## src/rtl/pwm2_pkg.sv

```systemverilog
package pwm2_pkg;
  localparam int CODE_W = 4;
  localparam int PRE_W  = 17;
  localparam int F_CODE = 0;
  localparam int F_EN   = 4;
  localparam int F_ACT  = 5;
  localparam int F_GATE = 6;
  localparam int F_BYP  = 9;

  // 0 marks an unused code
  function automatic logic [PRE_W-1:0] div_ratio(input logic [CODE_W-1:0] c);
    case (c)
      4'd0:    return PRE_W'(120);
      4'd1:    return PRE_W'(180);
      4'd2:    return PRE_W'(240);
      4'd3:    return PRE_W'(360);
      4'd4:    return PRE_W'(480);
      4'd8:    return PRE_W'(12000);
      4'd9:    return PRE_W'(24000);
      4'd10:   return PRE_W'(36000);
      4'd11:   return PRE_W'(48000);
      4'd12:   return PRE_W'(72000);
      4'd15:   return PRE_W'(1);
      default: return '0;
    endcase
  endfunction
endpackage

```

## src/rtl/pwm2_prescaler.sv

```systemverilog
module pwm2_prescaler
  import pwm2_pkg::*;
(
  input  logic              clk_i,
  input  logic              rst_ni,
  input  logic              run_i,
  input  logic [CODE_W-1:0] code_i,
  output logic              tick_o,
  output logic              valid_o
);
  logic [PRE_W-1:0] ratio, pre_q;

  assign ratio   = div_ratio(code_i);
  assign valid_o = (ratio != '0);
  assign tick_o  = run_i && valid_o && (pre_q == ratio - PRE_W'(1));

  always_ff @(posedge clk_i or negedge rst_ni) begin
    if (!rst_ni)                  pre_q <= '0;
    else if (!run_i || !valid_o)  pre_q <= '0;
    else if (tick_o)              pre_q <= '0;
    else                          pre_q <= pre_q + PRE_W'(1);
  end


  pre_range_chk: assert property (@(posedge clk_i) disable iff (!rst_ni)
    (run_i && valid_o) |-> (pre_q < ratio));
endmodule

```

## src/rtl/pwm2_channel.sv

```systemverilog
module pwm2_channel
  import pwm2_pkg::*;
#(
  parameter int CNT_W = 8
) (
  input  logic              clk_i,
  input  logic              rst_ni,
  input  logic [CODE_W-1:0] code_i,
  input  logic              en_i,
  input  logic              gate_i,
  input  logic              act_i,
  input  logic              bypass_i,
  input  logic              per_we_i,
  input  logic [CNT_W-1:0]  prd_i,
  input  logic [CNT_W-1:0]  duty_i,
  output logic [CNT_W-1:0]  sh_prd_o,
  output logic [CNT_W-1:0]  sh_duty_o,
  output logic              ready_o,
  output logic              pwm_o
);
  logic run, tick, code_ok, wave, wrap;
  logic [CNT_W-1:0] sh_prd_q, sh_duty_q, prd_q, duty_q, cnt_q;
  logic pending_q;

  assign run = en_i & gate_i;

  pwm2_prescaler u_pre (
    .clk_i   (clk_i),
    .rst_ni  (rst_ni),
    .run_i   (run),
    .code_i  (code_i),
    .tick_o  (tick),
    .valid_o (code_ok)
  );

  assign wrap = (cnt_q == prd_q);

  always_ff @(posedge clk_i or negedge rst_ni) begin
    if (!rst_ni) begin
      sh_prd_q  <= '0;
      sh_duty_q <= '0;
      prd_q     <= '0;
      duty_q    <= '0;
      cnt_q     <= '0;
      pending_q <= 1'b0;
    end else begin
      if (per_we_i) begin
        sh_prd_q  <= prd_i;
        sh_duty_q <= duty_i;
      end
      if (!run) begin
        cnt_q     <= '0;
        pending_q <= 1'b0;
        prd_q     <= per_we_i ? prd_i  : sh_prd_q;
        duty_q    <= per_we_i ? duty_i : sh_duty_q;
      end else begin
        if (tick) begin
          if (wrap) begin
            cnt_q <= '0;
            if (pending_q) begin
              prd_q     <= sh_prd_q;
              duty_q    <= sh_duty_q;
              pending_q <= 1'b0;
            end
          end else begin
            cnt_q <= cnt_q + CNT_W'(1);
          end
        end
        // a write in the wrap cycle stays pending for the next period
        if (per_we_i) pending_q <= 1'b1;
      end
    end
  end

  assign wave      = (cnt_q < duty_q);
  assign sh_prd_o  = sh_prd_q;
  assign sh_duty_o = sh_duty_q;
  assign ready_o   = pending_q & run;
  assign pwm_o     = (run && code_ok) ? (bypass_i ? clk_i : (wave ? act_i : ~act_i))
                                      : ~act_i;


  cnt_range_chk: assert property (@(posedge clk_i) disable iff (!rst_ni)
    run |-> (cnt_q <= prd_q));

  period_load_chk: assert property (@(posedge clk_i) disable iff (!rst_ni)
    (run && $past(run) && (prd_q != $past(prd_q))) |-> (cnt_q == '0));

  ready_clr_chk: assert property (@(posedge clk_i) disable iff (!rst_ni)
    !run |=> !pending_q);

  hold_chk: assert property (@(posedge clk_i) disable iff (!rst_ni)
    $past(run && !code_ok) |-> (cnt_q == $past(cnt_q)));
endmodule

```

## src/rtl/pwm2_ctrl.sv

```systemverilog
module pwm2_ctrl
  import pwm2_pkg::*;
#(
  parameter int NCH       = 2,
  parameter int CNT_W     = 8,
  parameter int ADDR_W    = 4,
  parameter int CH_STRIDE = 15,
  parameter int RDY_BASE  = 28,
  parameter int PRD_LSB   = 16,
  parameter int PER_BASE  = 4,
  parameter int PER_STEP  = 4
) (
  input  logic              clk_i,
  input  logic              rst_ni,
  input  logic              bus_we_i,
  input  logic [ADDR_W-1:0] bus_addr_i,
  input  logic [31:0]       bus_wdata_i,
  output logic [31:0]       bus_rdata_o,
  output logic [NCH-1:0]    pwm_o
);
  localparam logic [31:0] RDY_MASK = ((32'd1 << NCH) - 32'd1) << RDY_BASE;

  logic [31:0]      ctrl_q;
  logic [NCH-1:0]   ready;
  logic [CNT_W-1:0] sh_prd  [NCH];
  logic [CNT_W-1:0] sh_duty [NCH];

  always_ff @(posedge clk_i or negedge rst_ni) begin
    if (!rst_ni)                                ctrl_q <= '0;
    else if (bus_we_i && bus_addr_i == '0)      ctrl_q <= bus_wdata_i & ~RDY_MASK;
  end

  for (genvar n = 0; n < NCH; n++) begin : g_ch
    localparam int B = n * CH_STRIDE;
    localparam logic [ADDR_W-1:0] A = ADDR_W'(PER_BASE + PER_STEP * n);
    logic per_we;
    assign per_we = bus_we_i && (bus_addr_i == A);

    pwm2_channel #(.CNT_W(CNT_W)) u_ch (
      .clk_i     (clk_i),
      .rst_ni    (rst_ni),
      .code_i    (ctrl_q[B+F_CODE +: CODE_W]),
      .en_i      (ctrl_q[B+F_EN]),
      .gate_i    (ctrl_q[B+F_GATE]),
      .act_i     (ctrl_q[B+F_ACT]),
      .bypass_i  (ctrl_q[B+F_BYP]),
      .per_we_i  (per_we),
      .prd_i     (bus_wdata_i[PRD_LSB +: CNT_W]),
      .duty_i    (bus_wdata_i[CNT_W-1:0]),
      .sh_prd_o  (sh_prd[n]),
      .sh_duty_o (sh_duty[n]),
      .ready_o   (ready[n]),
      .pwm_o     (pwm_o[n])
    );
  end

  always_comb begin
    bus_rdata_o = '0;
    if (bus_addr_i == '0)
      bus_rdata_o = ctrl_q | ({{(32-NCH){1'b0}}, ready} << RDY_BASE);
    for (int n = 0; n < NCH; n++) begin
      if (bus_addr_i == ADDR_W'(PER_BASE + PER_STEP * n)) begin
        bus_rdata_o[PRD_LSB +: CNT_W] = sh_prd[n];
        bus_rdata_o[CNT_W-1:0]        = sh_duty[n];
      end
    end
  end


  rdy_ro_chk: assert property (@(posedge clk_i) disable iff (!rst_ni)
    (ctrl_q & RDY_MASK) == '0);
endmodule

```

## config.mk

```make
export PLATFORM = sky130hd
export DESIGN_NAME = pwm2_ctrl
export DESIGN_NICKNAME = d
export VERILOG_FILES = /design/src/rtl/pwm2_pkg.sv /design/src/rtl/pwm2_prescaler.sv /design/src/rtl/pwm2_channel.sv /design/src/rtl/pwm2_ctrl.sv
export SDC_FILE = /design/constraint.sdc
export NUM_CORES = 1
export LEC_CHECK = 0
export ABC_AREA = 1
export BUFFER_PORTS_ARGS = -buffer_cell sky130_fd_sc_hd__buf_2
export CORE_MARGIN = 2
export CORE_UTILIZATION = 45
export CTS_BUF_LIST = sky130_fd_sc_hd__clkbuf_16
export CTS_CLUSTER_DIAMETER = 30
export DETAILED_ROUTE_END_ITERATION = 6
export GPL_TIMING_DRIVEN = 0
export MAX_ROUTING_LAYER = met4
export SYNTH_ARGS = -nofsm -noshare
export SYNTH_HDL_FRONTEND = slang
export SYNTH_SLANG_ARGS = --single-unit
export TNS_END_PERCENT = 5
```

## constraint.sdc

```tcl
create_clock -name clk_i -period 3.3 [get_ports clk_i]
set_clock_uncertainty 0.1 [all_clocks]
set_input_delay 0.33 -clock clk_i [delete_from_list [all_inputs] [get_ports clk_i]]
set_output_delay 0.33 -clock clk_i [all_outputs]
set_load 0.02 [all_outputs]
```

==> metrics.txt, run 1 <==
outcome=completed; die width=143 um; GR Overflow Total=0; critical path capture point type=output pin; pwr dens=636 nW/um2; Setup violations, final=0; Final HPWL DP=17.2 mm; max-cap viol count=0; Hold WS=0.0502 ns; area leader, netlist=dfrtp_1; cells after synthesis=1160; vias per cell=5.00; Layout Cells excl Fill=1527; reg2reg setup slack=0.32 ns; IO Pins=73; RSZ-0062 raised after global routing=no; R2R cell count=19; Critical R2R Launch=ctrl_q[15]; fraction of registers with async set/reset=100%; worst hold endpoint=ctrl_q[11]; worst skew pair latency=0.43 ns; Final Wtd Congestion=0.850; Cell Chain, Critical Path=clkbuf_16 > clkbuf_16 > inv_1 > a21oi_1 > o21ai_0 > o21ai_0 > buf_4 > buf_2; fill count=1835; Max VDD drop=0.372 mV; Post-Route Setup TNS=0 ns; Pleak=5.16 nW; syn_nets=1223; Yosys warnings=0; Syn Area/Cell=7.51 um2; CTS tree=built; clock tree buffer depth=2; CP Launch Type=clock port; top cell type's share of synthesized area=42.0%; Root Buffer=clkbuf_16; clock-pin transition on the worst setup and hold timing paths=0.06 ns; worst slew pin tran=0.784 ns; ranking of synthesized cells by area=dfrtp_1, nand2_1, inv_1; Area Overhead vs Synth=15.8%; Post-synth EDFFs=0; DR WL/cell=14.8 um; hold crit path type=input pin to register; Synth Register Bits=146; Mapped Area=8710 um2; Hold Path Origin=bus_wdata_i[11]; antenna diode count=0; RR Endpoint=g_ch[1].u_ch.prd_q[4]; Slew Viols, Final=0; TritonCTS buffer count=17; Cell Rows=50; Die ar.=20500 um2; Die Y=143 um; htree depth=4; NumNets Final=1317; PortBufs=70; count of cell types in the netlist=41; DRC Markers=0; CORE AREA=18800 um2; Initial Util=46.2%; share of cells above drive strength 1=12.7%; Critical Path RT=2.87 ns; initial antenna violation count=0; hold depth=3; drt pass-1 iters=5; Routed WL=22.7 mm; first-pass GRT wire length=37.0 mm; critical path arrival=2.68 ns; kind of critical path=clock port to output pin; CP max FO=16; CP max stage cell=clkbuf_16; delay of the slowest critical-path stage=0.20 ns; GRT Total Usage=23.9%; max_slew headroom=47.7%; largest net degree at the start of global routing=94; Final ANT Viol Nets=0; ys flop type=dfrtp_1; placed cells=1491; Seq/Total Area, Yosys=42.0%; total number of vias=7635; number of global-route vias before repair=7314; initial drt markers=526; Final Hold Viols=0
cell type report:
class	count	area [um2]	share of cell area, %
buffer	37	218	2.16
clock buffer	24	561	5.56
clock inverter	12	70.1	0.695
inverter	173	652	6.47
multi-input combinational	803	4200	41.7
sequential	146	3650	36.3
tap	260	325	3.23
timing repair buffer	72	399	3.96
worst max-delay path, delay by kind of cell:
family                 cells  cell delay, ns
AOI/OAI and AO/OA          3            0.27
buffers and inverters      5            0.75
how the worst max path moves through the flow:
stage / from / end / cells past startpoint
floorplan: ctrl_q[16] / g_ch[1].u_ch.prd_q[4] / 19
CTS: ctrl_q[0] / pwm_o[0] / 16
global placement: rst_ni / g_ch[1].u_ch.duty_q[3] / 1
detailed placement: ctrl_q[15] / g_ch[1].u_ch.u_pre.pre_q[11] / 17
finish: clk_i / pwm_o[1] / 8
global route: ctrl_q[1] / pwm_o[0] / 16
registers in the layout, indices dropped and copies added (netlist names):
name                   flops
g_ch.u_ch.u_pre.pre_q     34
ctrl_q                    30
g_ch.u_ch.cnt_q           16
g_ch.u_ch.duty_q          16
g_ch.u_ch.prd_q           16
g_ch.u_ch.sh_duty_o       16
g_ch.u_ch.sh_prd_o        16
g_ch.u_ch.pending_q        2
power by group:
group          leakage (nW)  total [mW]  internal [mW]  switching, mW
registers              1.83        2.40           2.16          0.237
clock network         0.350        2.04           1.21          0.833
logic                  2.98        1.97          0.720           1.25
total                  5.16        6.41           4.09           2.32
cells in the final DEF, fill, tap and decap left out, types with 2 or more instances in the layout:
| cell type | n |
|---|---|
| clkbuf_1 | 22 |
| o221ai_1 | 7 |
| a31oi_1 | 2 |
| nor2_1 | 104 |
| xnor2_1 | 18 |
| clkinv_4 | 3 |
| mux2_2 | 9 |
| nand3b_1 | 2 |
| o21ai_0 | 96 |
| clkinv_2 | 2 |
| o211ai_1 | 14 |
| or2_2 | 2 |
| a21oi_1 | 35 |
| nor2_4 | 4 |
| xor2_1 | 48 |
| nand3_1 | 90 |
| nor4_1 | 3 |
| nand2_2 | 7 |
| nor2_2 | 4 |
| nand2_4 | 5 |
| buf_6 | 4 |
| clkbuf_16 | 22 |
| nand4_1 | 6 |
| nor3_1 | 21 |
| inv_4 | 4 |
| clkinv_1 | 2 |
| dfrtp_1 | 145 |
| buf_4 | 8 |
| inv_2 | 7 |
| ha_1 | 23 |
| nand2_1 | 294 |
| buf_2 | 71 |
| a21boi_0 | 2 |
| inv_1 | 167 |
what timing repair did:
action                     CTS  global route
setup endpoints to repair    1             2
resized for setup            1             6
setup buffers                0             2
hold buffers                 1             0
hold endpoints to repair    53             0
kinds of logic after synthesis:
| logic type | after synthesis | synth area share (%) |
|---|---|---|
| adders and majority gates | 24 | 3.45 |
| DFF | 146 | 42.0 |
| and+or+nand+nor | 544 | 26.7 |
| AOI/OAI and AO/OA | 160 | 10.1 |
| buffers and inverters | 211 | 10.0 |
| muxes | 9 | 1.16 |
| xor gates and xnor gates | 66 | 6.64 |
through the flow:
step	power (mW)	worst slack, ns	instance area [um2]	util [%]
2_1_floorplan	3.88	0.764	8710	-
3_3_place_gp	4.39	-0.491	9380	49.8
3_5_place_dp	4.43	0.269	9420	50.0
4_1_cts	6.43	0.00673	10000	53.3
5_1_grt	6.87	0.0135	10100	53.5
6_report	6.41	0.191	10100	53.5
synthesized netlist by cell type, types with 9 or more instances:
library cell  count
dfrtp_1         146
nand2_1         295
nor2_1          104
o21ai_0          96
xnor2_1          18
xor2_1           48
nor3_1           21
clkbuf_1         22
o211ai_1         14
nand3_1          90
inv_1           166
ha_1             24
a21oi_1          35
mux2_2            9
metal layers:
layer  global-route usage (%)  wire length [um]
met1                     33.5             11400
met2                     35.9              9990
met3                     4.93               996
met4                     5.32               253
met5                        -                 0
Note: power is estimated with default switching activity, not from simulation.
==> run 2, diff against run 1 <==
--- a/config.mk
+++ b/config.mk
@@ -7,10 +7,11 @@
 export LEC_CHECK = 0
 export ABC_AREA = 1
 export BUFFER_PORTS_ARGS = -buffer_cell sky130_fd_sc_hd__buf_2
+export CORE_ASPECT_RATIO = 1.75
 export CORE_MARGIN = 2
 export CORE_UTILIZATION = 45
 export CTS_BUF_LIST = sky130_fd_sc_hd__clkbuf_16
-export CTS_CLUSTER_DIAMETER = 30
+export CTS_CLUSTER_DIAMETER = 40
 export DETAILED_ROUTE_END_ITERATION = 6
 export GPL_TIMING_DRIVEN = 0
 export MAX_ROUTING_LAYER = met4
==> metrics.txt, run 2 (same netlist as run 1, synthesis figures left out) <==
NumNets Final=1318 (was 1317); drt pass-1 iters=5 (unchanged); IO Pins=73 (unchanged); Layout Cells excl Fill=1506 (was 1527); Cell Chain, Critical Path=clkbuf_16 > clkbuf_16 > inv_1 > a21oi_1 > o21ai_0 > o21ai_0 > buf_4 > buf_2 (unchanged); Critical R2R Launch=ctrl_q[16] (was ctrl_q[15]); Initial Util=45.8% (was 46.2%); first-pass GRT wire length=39.1 mm (was 37.0 mm); share of cells above drive strength 1=12.4% (was 12.7%); die width=109 um (was 143 um); max_slew headroom=49.4% (was 47.7%); critical path arrival=2.63 ns (was 2.68 ns); pre-CTS setup slack=0.131 ns (was 0.269 ns); final core utilization=52.3% (was 53.5%); max FFs per register=34 (unchanged); Area Overhead vs Synth=14.4% (was 15.8%); CTS tree=built (unchanged); fill count=1877 (was 1835); DRC Markers=0 (unchanged); Hold WS=0.0447 ns (was 0.0502 ns); GR Overflow Total=0 (unchanged); Root Buffer=clkbuf_16 (unchanged); Cell Rows=67 (was 50); largest net degree at the start of global routing=88 (was 94); delay of the slowest critical-path stage=0.21 ns (was 0.20 ns); initial antenna violation count=0 (unchanged); Hold Path Origin=bus_wdata_i[9] (was bus_wdata_i[11]); most flop-heavy register=g_ch.u_ch.u_pre.pre_q (unchanged); total number of vias=7659 (was 7635); power consumption=6.18 mW (was 6.41 mW); CP Launch Type=clock port (unchanged); Post-Route Setup TNS=0 ns (unchanged); hold crit path type=input pin to register (unchanged); placed cells=1472 (was 1491); CP max FO=16 (unchanged); worst slew pin tran=0.759 ns (was 0.784 ns); Slew Viols, Final=0 (unchanged); worst skew pair latency=0.44 ns (was 0.43 ns); critical path capture point type=output pin (unchanged); Final Hold Viols=0 (unchanged); PortBufs=70 (unchanged); clock-pin transition on the worst setup and hold timing paths=0.06 ns (about the same); most common cell after layout, fill and taps aside=nand2_1 (unchanged); antenna diode count=0 (unchanged); Regs by FF count=g_ch.u_ch.u_pre.pre_q: 34 flops, ctrl_q: 30 flops (unchanged); pwr dens=620 nW/um2 (was 636 nW/um2); Max VDD drop=0.425 mV (was 0.372 mV); GRT Total Usage=26.0% (was 23.9%); Final Wtd Congestion=0.930 (was 0.850); final instance area=9960 um2 (was 10100 um2); Post-DP Area=9390 um2 (was 9420 um2); Die ar.=20500 um2 (about the same); Die Y=188 um (was 143 um); Setup violations, final=0 (unchanged); initial drt markers=364 (was 526); Final ANT Viol Nets=0 (unchanged); number of global-route vias before repair=7880 (was 7314); htree depth=4 (unchanged); DR WL/cell=16.1 um (was 14.8 um); CORE AREA=19000 um2 (was 18800 um2); most frequent cells in the layout=nand2_1, inv_1, dfrtp_1, nor2_1, o21ai_0 (unchanged); CP max stage cell=clkbuf_16 (unchanged); Pleak=5.13 nW (was 5.16 nW); vias per cell=5.09 (was 5.00); clock tree buffer depth=2 (unchanged); TritonCTS buffer count=17 (unchanged); Final HPWL DP=19.0 mm (was 17.2 mm); outcome=completed (unchanged); setup ws final=0.239 ns (was 0.191 ns); Worst Setup SP=clk_i (unchanged); max-cap viol count=0 (unchanged); Critical Path RT=2.87 ns (about the same); f_max=0.327 GHz; fin crit share=92.7%; Routed WL=24.2 mm (was 22.7 mm); kind of critical path=clock port to output pin (unchanged); Tmin final=3.06 ns; RSZ-0062 raised after global routing=no (unchanged)
[run 2: cell count changes in the layout (fill, tap and decap cells not counted), moves of 2 or more]
cell	before	now
clkinv_2	2	4
inv_1	167	169
clkbuf_16	22	17
clkinv_4	3	0
inv_4	4	1
[run 2: worst max-delay path, delay by kind of cell]
kind                   cells  cell delay (ns)
AOI/OAI and AO/OA          3             0.23
buffers and inverters      5             0.75
[run 2: final cells by class]
type	instances	area, um2	area share, %
timing repair buffer	73	404	4.06
clock buffer	19	435	4.37
sequential	146	3650	36.7
multi-input combinational	803	4210	42.2
buffer	37	218	2.19
inverter	173	652	6.54
clock inverter	14	87.6	0.879
tap	241	302	3.03
[run 2: worst paths after layout]
kind                                                    end  slack [ns]  depth (start not counted)
worst max-delay path                               pwm_o[0]        0.24                          8
worst min-delay path                              ctrl_q[9]        0.04                          3
worst max register to register       g_ch[1].u_ch.duty_q[1]        0.30                         19
worst min register to register       g_ch[0].u_ch.duty_q[0]        0.37                          2
max in group asynchronous                        ctrl_q[21]        1.87                          3
min in group asynchronous       g_ch[0].u_ch.u_pre.pre_q[1]        0.35                          2
[run 2: routing by layer]
layer | share of wire (%) | vias up | track usage [%] | wire length, um
met1 | 35 | 3557 | 24.6 | 8400
met4 | 5.7 | 0 | 14.3 | 1380
met3 | 3.2 | 71 | 5.35 | 785
li1 | - | 3865 | - | -
met2 | 56 | 166 | 47.4 | 13600
met5 | 0 | - | - | 0
[run 2: timing repair]
| item | 4_1_cts | 5_1_grt |
|---|---|---|
| hold buffers | 1 | 0 |
| resized for setup | 0 | 10 |
| hold endpoints to repair | 59 | 0 |
| setup buffers | 0 | 3 |
| endpoints found under the setup margin | 0 | 32 |
[run 2: power breakdown]
part	leakage (nW)	switching, mW	internal [mW]
Combinational	3.00	1.26	0.722
Clock	0.302	0.770	1.02
Sequential	1.83	0.241	2.16
